$ cat config.mk
export PLATFORM = sky130hd
export DESIGN_NAME = chg_capture_top
export DESIGN_NICKNAME = d
export VERILOG_FILES = /design/src/rtl/chg_pkg.sv /design/src/rtl/chg_sync.sv /design/src/rtl/chg_cell.sv /design/src/rtl/chg_bank.sv /design/src/rtl/chg_status.sv /design/src/rtl/chg_capture_top.sv
export SDC_FILE = /design/constraint.sdc
export NUM_CORES = 1
export LEC_CHECK = 0
export BUFFER_PORTS_ARGS = -buffer_cell sky130_fd_sc_hd__buf_2
export CAP_MARGIN = 20
export CELL_PAD_IN_SITES_DETAIL_PLACEMENT = 0
export CELL_PAD_IN_SITES_GLOBAL_PLACEMENT = 1
export CORE_ASPECT_RATIO = 0.9
export CORE_MARGIN = 2
export CORE_UTILIZATION = 44
export DETAILED_ROUTE_END_ITERATION = 7
export PLACE_DENSITY = 0.8
export SLEW_MARGIN = 20
export SYNTH_ARGS = -nofsm -noshare
export SYNTH_HDL_FRONTEND = slang
export SYNTH_SLANG_ARGS = --single-unit
$ cat constraint.sdc
create_clock -name clk -period 1.6 [get_ports clk]
set_input_delay 0.16 -clock clk [delete_from_list [all_inputs] [get_ports clk]]
set_output_delay 0.16 -clock clk [all_outputs]
set_load 0.03 [all_outputs]
$ cat src/rtl/chg_pkg.sv
package chg_pkg;
  typedef enum logic [1:0] {
    SEL_NONE = 2'd0,
    SEL_OLD  = 2'd1,
    SEL_NEW  = 2'd2,
    SEL_STAT = 2'd3
  } rd_sel_e;
endpackage

$ cat src/rtl/chg_sync.sv
module chg_sync #(
  parameter int W      = 8,
  parameter int STAGES = 2
) (
  input  logic         clk,
  input  logic         rst_n,
  input  logic [W-1:0] d_i,
  output logic [W-1:0] q_o
);
  logic [W-1:0] stg_q [STAGES];

  // reset loads the present levels so no spurious change follows reset
  always_ff @(posedge clk) begin
    if (!rst_n) begin
      for (int k = 0; k < STAGES; k++) stg_q[k] <= d_i;
    end else begin
      stg_q[0] <= d_i;
      for (int k = 1; k < STAGES; k++) stg_q[k] <= stg_q[k-1];
    end
  end

  assign q_o = stg_q[STAGES-1];
endmodule

$ cat src/rtl/chg_cell.sv
module chg_cell (
  input  logic clk,
  input  logic rst_n,
  input  logic live_i,
  input  logic mask_i,
  input  logic rd_new_i,
  output logic old_o,
  output logic new_o,
  output logic hit_o
);
  logic old_q, new_q, armed_q;
  logic hit;

  assign hit = !mask_i && armed_q && (live_i != old_q);

  always_ff @(posedge clk) begin
    if (!rst_n) begin
      old_q   <= live_i;
      new_q   <= live_i;
      armed_q <= 1'b1;
    end else if (mask_i) begin
      old_q   <= live_i;
      new_q   <= live_i;
      armed_q <= 1'b1;
    end else begin
      if (rd_new_i) old_q <= new_q;
      if (hit) begin
        new_q   <= live_i;
        armed_q <= 1'b0;
      end else if (rd_new_i) begin
        armed_q <= 1'b1;
      end
    end
  end

  assign old_o = old_q;
  assign new_o = new_q;
  assign hit_o = hit;

  // an armed latch always mirrors the reference level
  assert_armed_mirror_R2: assert property (@(posedge clk) disable iff (!rst_n)
    armed_q |-> (new_q == old_q));
  // a frozen latch holds until read or masked
  assert_latch_hold_R1: assert property (@(posedge clk) disable iff (!rst_n)
    (!mask_i && !armed_q && !rd_new_i) |=> $stable(new_q));
  // masked bits follow the live level in both banks
  assert_mask_track_R5: assert property (@(posedge clk) disable iff (!rst_n)
    mask_i |=> (new_q == $past(live_i)) && (old_q == $past(live_i)));
  // capture coinciding with a read is kept for the next read
  assert_same_edge_keep_R10: assert property (@(posedge clk) disable iff (!rst_n)
    (hit && rd_new_i) |=> (!armed_q && new_q == $past(live_i)));
endmodule

$ cat src/rtl/chg_bank.sv
module chg_bank #(
  parameter int N_IN   = 8,
  parameter int N_MASK = 4
) (
  input  logic              clk,
  input  logic              rst_n,
  input  logic [N_IN-1:0]   live_i,
  input  logic [N_MASK-1:0] mask_i,
  input  logic              rd_new_i,
  output logic [N_IN-1:0]   old_o,
  output logic [N_IN-1:0]   new_o,
  output logic              any_hit_o
);
  localparam int LO = N_IN - N_MASK;

  logic [N_IN-1:0] mask_full;
  logic [N_IN-1:0] hit_vec;

  assign mask_full = {mask_i, {LO{1'b0}}};

  for (genvar i = 0; i < N_IN; i++) begin : g_cell
    chg_cell u_cell (
      .clk      (clk),
      .rst_n    (rst_n),
      .live_i   (live_i[i]),
      .mask_i   (mask_full[i]),
      .rd_new_i (rd_new_i),
      .old_o    (old_o[i]),
      .new_o    (new_o[i]),
      .hit_o    (hit_vec[i])
    );
  end

  assign any_hit_o = |hit_vec;

  // masked inputs never contribute a hit
  assert_mask_no_hit_R4: assert property (@(posedge clk) disable iff (!rst_n)
    (hit_vec & mask_full) == '0);
endmodule

$ cat src/rtl/chg_status.sv
module chg_status #(
  parameter int W       = 8,
  parameter int CHG_BIT = 7
) (
  input  logic         clk,
  input  logic         rst_n,
  input  logic         set_i,
  input  logic         clr_i,
  output logic [W-1:0] status_o,
  output logic         chg_n_o,
  output logic         evt_o
);
  logic flag_q, evt_q;

  always_ff @(posedge clk) begin
    if (!rst_n) begin
      flag_q <= 1'b0;
      evt_q  <= 1'b0;
    end else begin
      flag_q <= set_i | (flag_q & ~clr_i);
      evt_q  <= set_i;
    end
  end

  always_comb begin
    status_o          = '0;
    status_o[CHG_BIT] = flag_q;
  end

  assign chg_n_o = ~flag_q;
  assign evt_o   = evt_q;

  assert_set_lowers_R6: assert property (@(posedge clk) disable iff (!rst_n)
    set_i |=> (!chg_n_o && evt_o));
  assert_clear_releases_R7: assert property (@(posedge clk) disable iff (!rst_n)
    (clr_i && !set_i) |=> chg_n_o);
endmodule

$ cat src/rtl/chg_capture_top.sv
module chg_capture_top #(
  parameter int N_IN        = 8,
  parameter int N_MASK      = 4,
  parameter int SYNC_STAGES = 2
) (
  input  logic              clk,
  input  logic              rst_n,
  input  logic [N_IN-1:0]   pins_i,
  input  logic [N_MASK-1:0] mask_i,
  input  logic              rd_old_i,
  input  logic              rd_new_i,
  input  logic              rd_status_i,
  output logic [N_IN-1:0]   rd_data_o,
  output logic              rd_valid_o,
  output logic              chg_n_o,
  output logic              chg_evt_o
);
  import chg_pkg::*;

  localparam int CHG_BIT = N_IN - 1;

  logic [N_IN-1:0] live_w, old_w, new_w, stat_w;
  logic            any_hit_w;
  rd_sel_e         sel;
  logic [N_IN-1:0] rd_data_q;
  logic            rd_valid_q;

  always_comb begin
    if (rd_new_i)         sel = SEL_NEW;
    else if (rd_old_i)    sel = SEL_OLD;
    else if (rd_status_i) sel = SEL_STAT;
    else                  sel = SEL_NONE;
  end

  chg_sync #(.W(N_IN), .STAGES(SYNC_STAGES)) u_sync (
    .clk   (clk),
    .rst_n (rst_n),
    .d_i   (pins_i),
    .q_o   (live_w)
  );

  chg_bank #(.N_IN(N_IN), .N_MASK(N_MASK)) u_bank (
    .clk       (clk),
    .rst_n     (rst_n),
    .live_i    (live_w),
    .mask_i    (mask_i),
    .rd_new_i  (sel == SEL_NEW),
    .old_o     (old_w),
    .new_o     (new_w),
    .any_hit_o (any_hit_w)
  );

  chg_status #(.W(N_IN), .CHG_BIT(CHG_BIT)) u_stat (
    .clk      (clk),
    .rst_n    (rst_n),
    .set_i    (any_hit_w),
    .clr_i    (sel == SEL_STAT),
    .status_o (stat_w),
    .chg_n_o  (chg_n_o),
    .evt_o    (chg_evt_o)
  );

  always_ff @(posedge clk) begin
    if (!rst_n) begin
      rd_data_q  <= '0;
      rd_valid_q <= 1'b0;
    end else begin
      rd_valid_q <= (sel != SEL_NONE);
      case (sel)
        SEL_NEW:  rd_data_q <= new_w;
        SEL_OLD:  rd_data_q <= old_w;
        SEL_STAT: rd_data_q <= stat_w;
        default:  rd_data_q <= rd_data_q;
      endcase
    end
  end

  assign rd_data_o  = rd_data_q;
  assign rd_valid_o = rd_valid_q;

  assert_valid_follows_strobe_R11: assert property (@(posedge clk) disable iff (!rst_n)
    (rd_old_i || rd_new_i || rd_status_i) |=> rd_valid_o);
  assert_valid_idle_R11: assert property (@(posedge clk) disable iff (!rst_n)
    !(rd_old_i || rd_new_i || rd_status_i) |=> !rd_valid_o);
  assert_new_read_data_R2: assert property (@(posedge clk) disable iff (!rst_n)
    rd_new_i |=> (rd_data_o == $past(new_w)));
endmodule

==> impl_results.md <==
- Status: completed
- Final core occ: 0.535
- TritonCTS Buffers: 5
- Hold crit path type: in -> reg
- Seq cells post-synth: 51
- CP endpoint kind: register
- Crit path cell chain: xor2_1, and2_1, nand2b_1
- Vias per cell: between 4 and 5
- Gr busiest metal: met2
- Slowest stage delay, CP: 0.42 ns
- Clock tree root buffer cell: clkbuf_8
- DP HPWL: ~2.7 mm
- Latest clock arrival within the worst-skew pair: ~0.30 ns
- Sequential-to-total area share from yosys stat: 0.580
- Crit share post-route: 0.777
- Max H-tree Level: 2
- Startpoint types: register
- Mapped Nets: slightly below 200
- Grt met2 use: 0.293
- TNS Setup: 0 ns
- Top delay family on crit path: flip-flops
- Synthesized area: roughly 2000 sq um
- CTS max path bufs: 2
- GR Layer Usage met1: 0.204
- IO buf count: 27
- Initial DRC Count: 58
- Buf/Inv on CP: 0
- Leakage: approximately 0.97 nW
- Leading area contributor after synthesis: dfxtp_1
- CP Max Fanout: 2
- Pre-Repair DR Iteration Count: 4
- Initial core utilization: 0.457
- Fin crit period: 1.24 ns
- Layout Area Growth over Synthesis: 17.1%
- Post-Route WL: 3.79 mm
- YS warnings: 0
- Detail Route Antenna Nets: 0
- Unique masters post-synth: 26
- Worst ir drop on vdd: about 960 uV
- Post-synth EDFFs: 16
- Largest net degree at the start of global routing: 23
- Crit path max-delay cell type: edfxtp_1
- Ant diodes: 0
- Routed wire per std cell: roughly 14 um
- WP data arrival: between 1 and 1.5 ns
- Fill cells: around 420
- Slew Viols, Final: 0
- Layout net count: 234
- GPL Wtd Cong: 0.763
- Layout Skew: 0.00449 ns
- CTS clock-pin slew for the worst setup and hold paths: ~0.090 ns
- Core Area: 4460 sq um
- Initial antenna violation count: 0
- Worst Path Required: around 1.6 ns
- Post-Syn Area per Cell: around 11 sq um
- Clock sinks: a little over 50
- DRC Markers: 0
- MaxCap Viol Count: 0
- Vias in the first global route: ~1400
- Met3 Use GR: 0.0436
- TritonCTS clock tree: yes
- Headroom to the max-slew limit: 0.778
- First-pass GRT wire length: around 6.4 mm
- Final WS setup: approximately 0.36 ns
- Share of cells above drive strength 1: 0.248
- Fmax: 804 MHz
- Worst slew pin tran: roughly 0.33 ns
- Setup repair bufs after CTS: 0
- Gate Count Post-Synth: between 150 and 200
- Die ar.: slightly above 5000 sq um
- Hold WS: approximately 0.19 ns
- Final Hold Fails: 0
- Post-route cell area: 2390 sq um
- Dpl cell area: around 2200 sq um
- Die W: 75.7 um
- DR vias: roughly 1400
- Global route overflow: 0
- RSZ-0062 raised after global routing: false
- Synth async-reset ratio: 0
- Hold Buf Count CTS: 8
- CTS resizes: 0
- Dominant cells by area after synthesis: dfxtp_1 (34%), edfxtp_1 (24%), mux2_2 (8.8%), and2_1 (3.7%), nand2_1 (3.7%)
- Io pins: 28
- Total track usage: 0.170
- Setup CP Type: reg -> reg
- Die H: around 69 um
- # setup viols final: 0
- Row count: 23
- Top_reg_cell synth: dfxtp_1
- Top cell type's share of synthesized area: 0.344
- Setup WS pre-CTS: a little under 0.3 ns
- Pwr/cell area: between 1000 and 1500 nW/um^2
synth_stat cells (2+ instances only):
library cell / n
a21oi_1: 8
a22oi_2: 2
a32oi_1: 2
and2_1: 12
and2b_1: 5
buf_2: 6
buf_4: 2
dfxtp_1: 35
edfxtp_1: 16
inv_1: 4
mux2_2: 16
mux2i_1: 2
nand2_1: 20
nand2b_1: 6
nand3_1: 2
nor2_1: 5
nor2b_1: 3
nor3b_1: 7
o21ai_0: 15
xor2_1: 8
worst reg2reg max path, stage by stage, from the launching register on:
cell	delay, ns
edfxtp_1	0.42
xor2_1	0.25
and2_1	0.19
nand2b_1	0.12
power breakdown:
group / internal [W] / leakage, nW / switching (W)
clock network: 0.000308 / 0.0422 / 0.000394
registers: 0.00147 / 0.456 / 0.0000725
logic: 0.000193 / 0.469 / 0.000215
total: 0.00197 / 0.967 / 0.000681
final timing paths:
path                                 start                            end  slack, ns  depth (start not counted)
min                              mask_i[1]  u_bank.g_cell[5].u_cell.old_o       0.19                          3
max          u_bank.g_cell[1].u_cell.old_o  u_bank.g_cell[1].u_cell.new_o       0.36                          3
min reg2reg             u_sync.stg_q[0][5]            u_sync.stg_q[0][13]       0.46                          1
max reg2reg  u_bank.g_cell[1].u_cell.old_o  u_bank.g_cell[1].u_cell.new_o       0.36                          3
cell type report:
class,count,area [sq um],share of cell area
clock buffers,7,76.3,0.0320
multi-input cells,117,781,0.327
clock inverters,1,5.00,0.00210
repair buffers,38,250,0.105
flip-flops and latches,51,1180,0.495
well taps,62,77.6,0.0325
inverters,4,15.0,0.00629
state kept, by name, indices dropped and copies added (netlist names):
signal                        flops
u_bank.g_cell.u_cell.old_o        8
u_stat.flag_q                     1
u_sync.stg_q                     16
u_bank.g_cell.u_cell.new_o        8
rd_valid_o                        1
rd_data_o                         8
u_stat.evt_o                      1
u_bank.g_cell.u_cell.armed_q      8
logic make-up (layout without fill, tap and decap cells):
group,count (synthesis),count (layout),share of synthesized area
DFF,51,51,0.580
and+or+nand+nor,61,61,0.163
buffers and inverters,14,50,0.0368
xor gates and xnor gates,8,8,0.0344
AOI/OAI and AO/OA,30,30,0.0878
muxes,18,18,0.0983
through the flow:
stage / std cells / total power, W
after CTS: 280 / 0.00267
after floorplan: 182 / 0.00185
final: 280 / 0.00265
after global placement: 264 / 0.00194
after global routing: 280 / 0.00278
after detailed placement: 264 / 0.00196
layer usage:
metal	wire, um	share of wire
met1	1670	0.44
met2	1880	0.50
met3	187	0.049
met4	52	0.014
met5	0	0
cells in the final DEF (no fill, tap or decap), types with 4 or more instances in the layout:
cell type,n
nand2_1,20
dlygate4sd3_1,8
clkbuf_8,5
and2b_1,5
mux2_2,16
dfxtp_1,35
buf_2,27
xor2_1,8
nor3b_1,7
nor2_1,5
nand2b_1,6
inv_1,4
o21ai_0,15
edfxtp_1,16
and2_1,12
a21oi_1,8
Note: power is estimated with default switching activity, not from simulation.
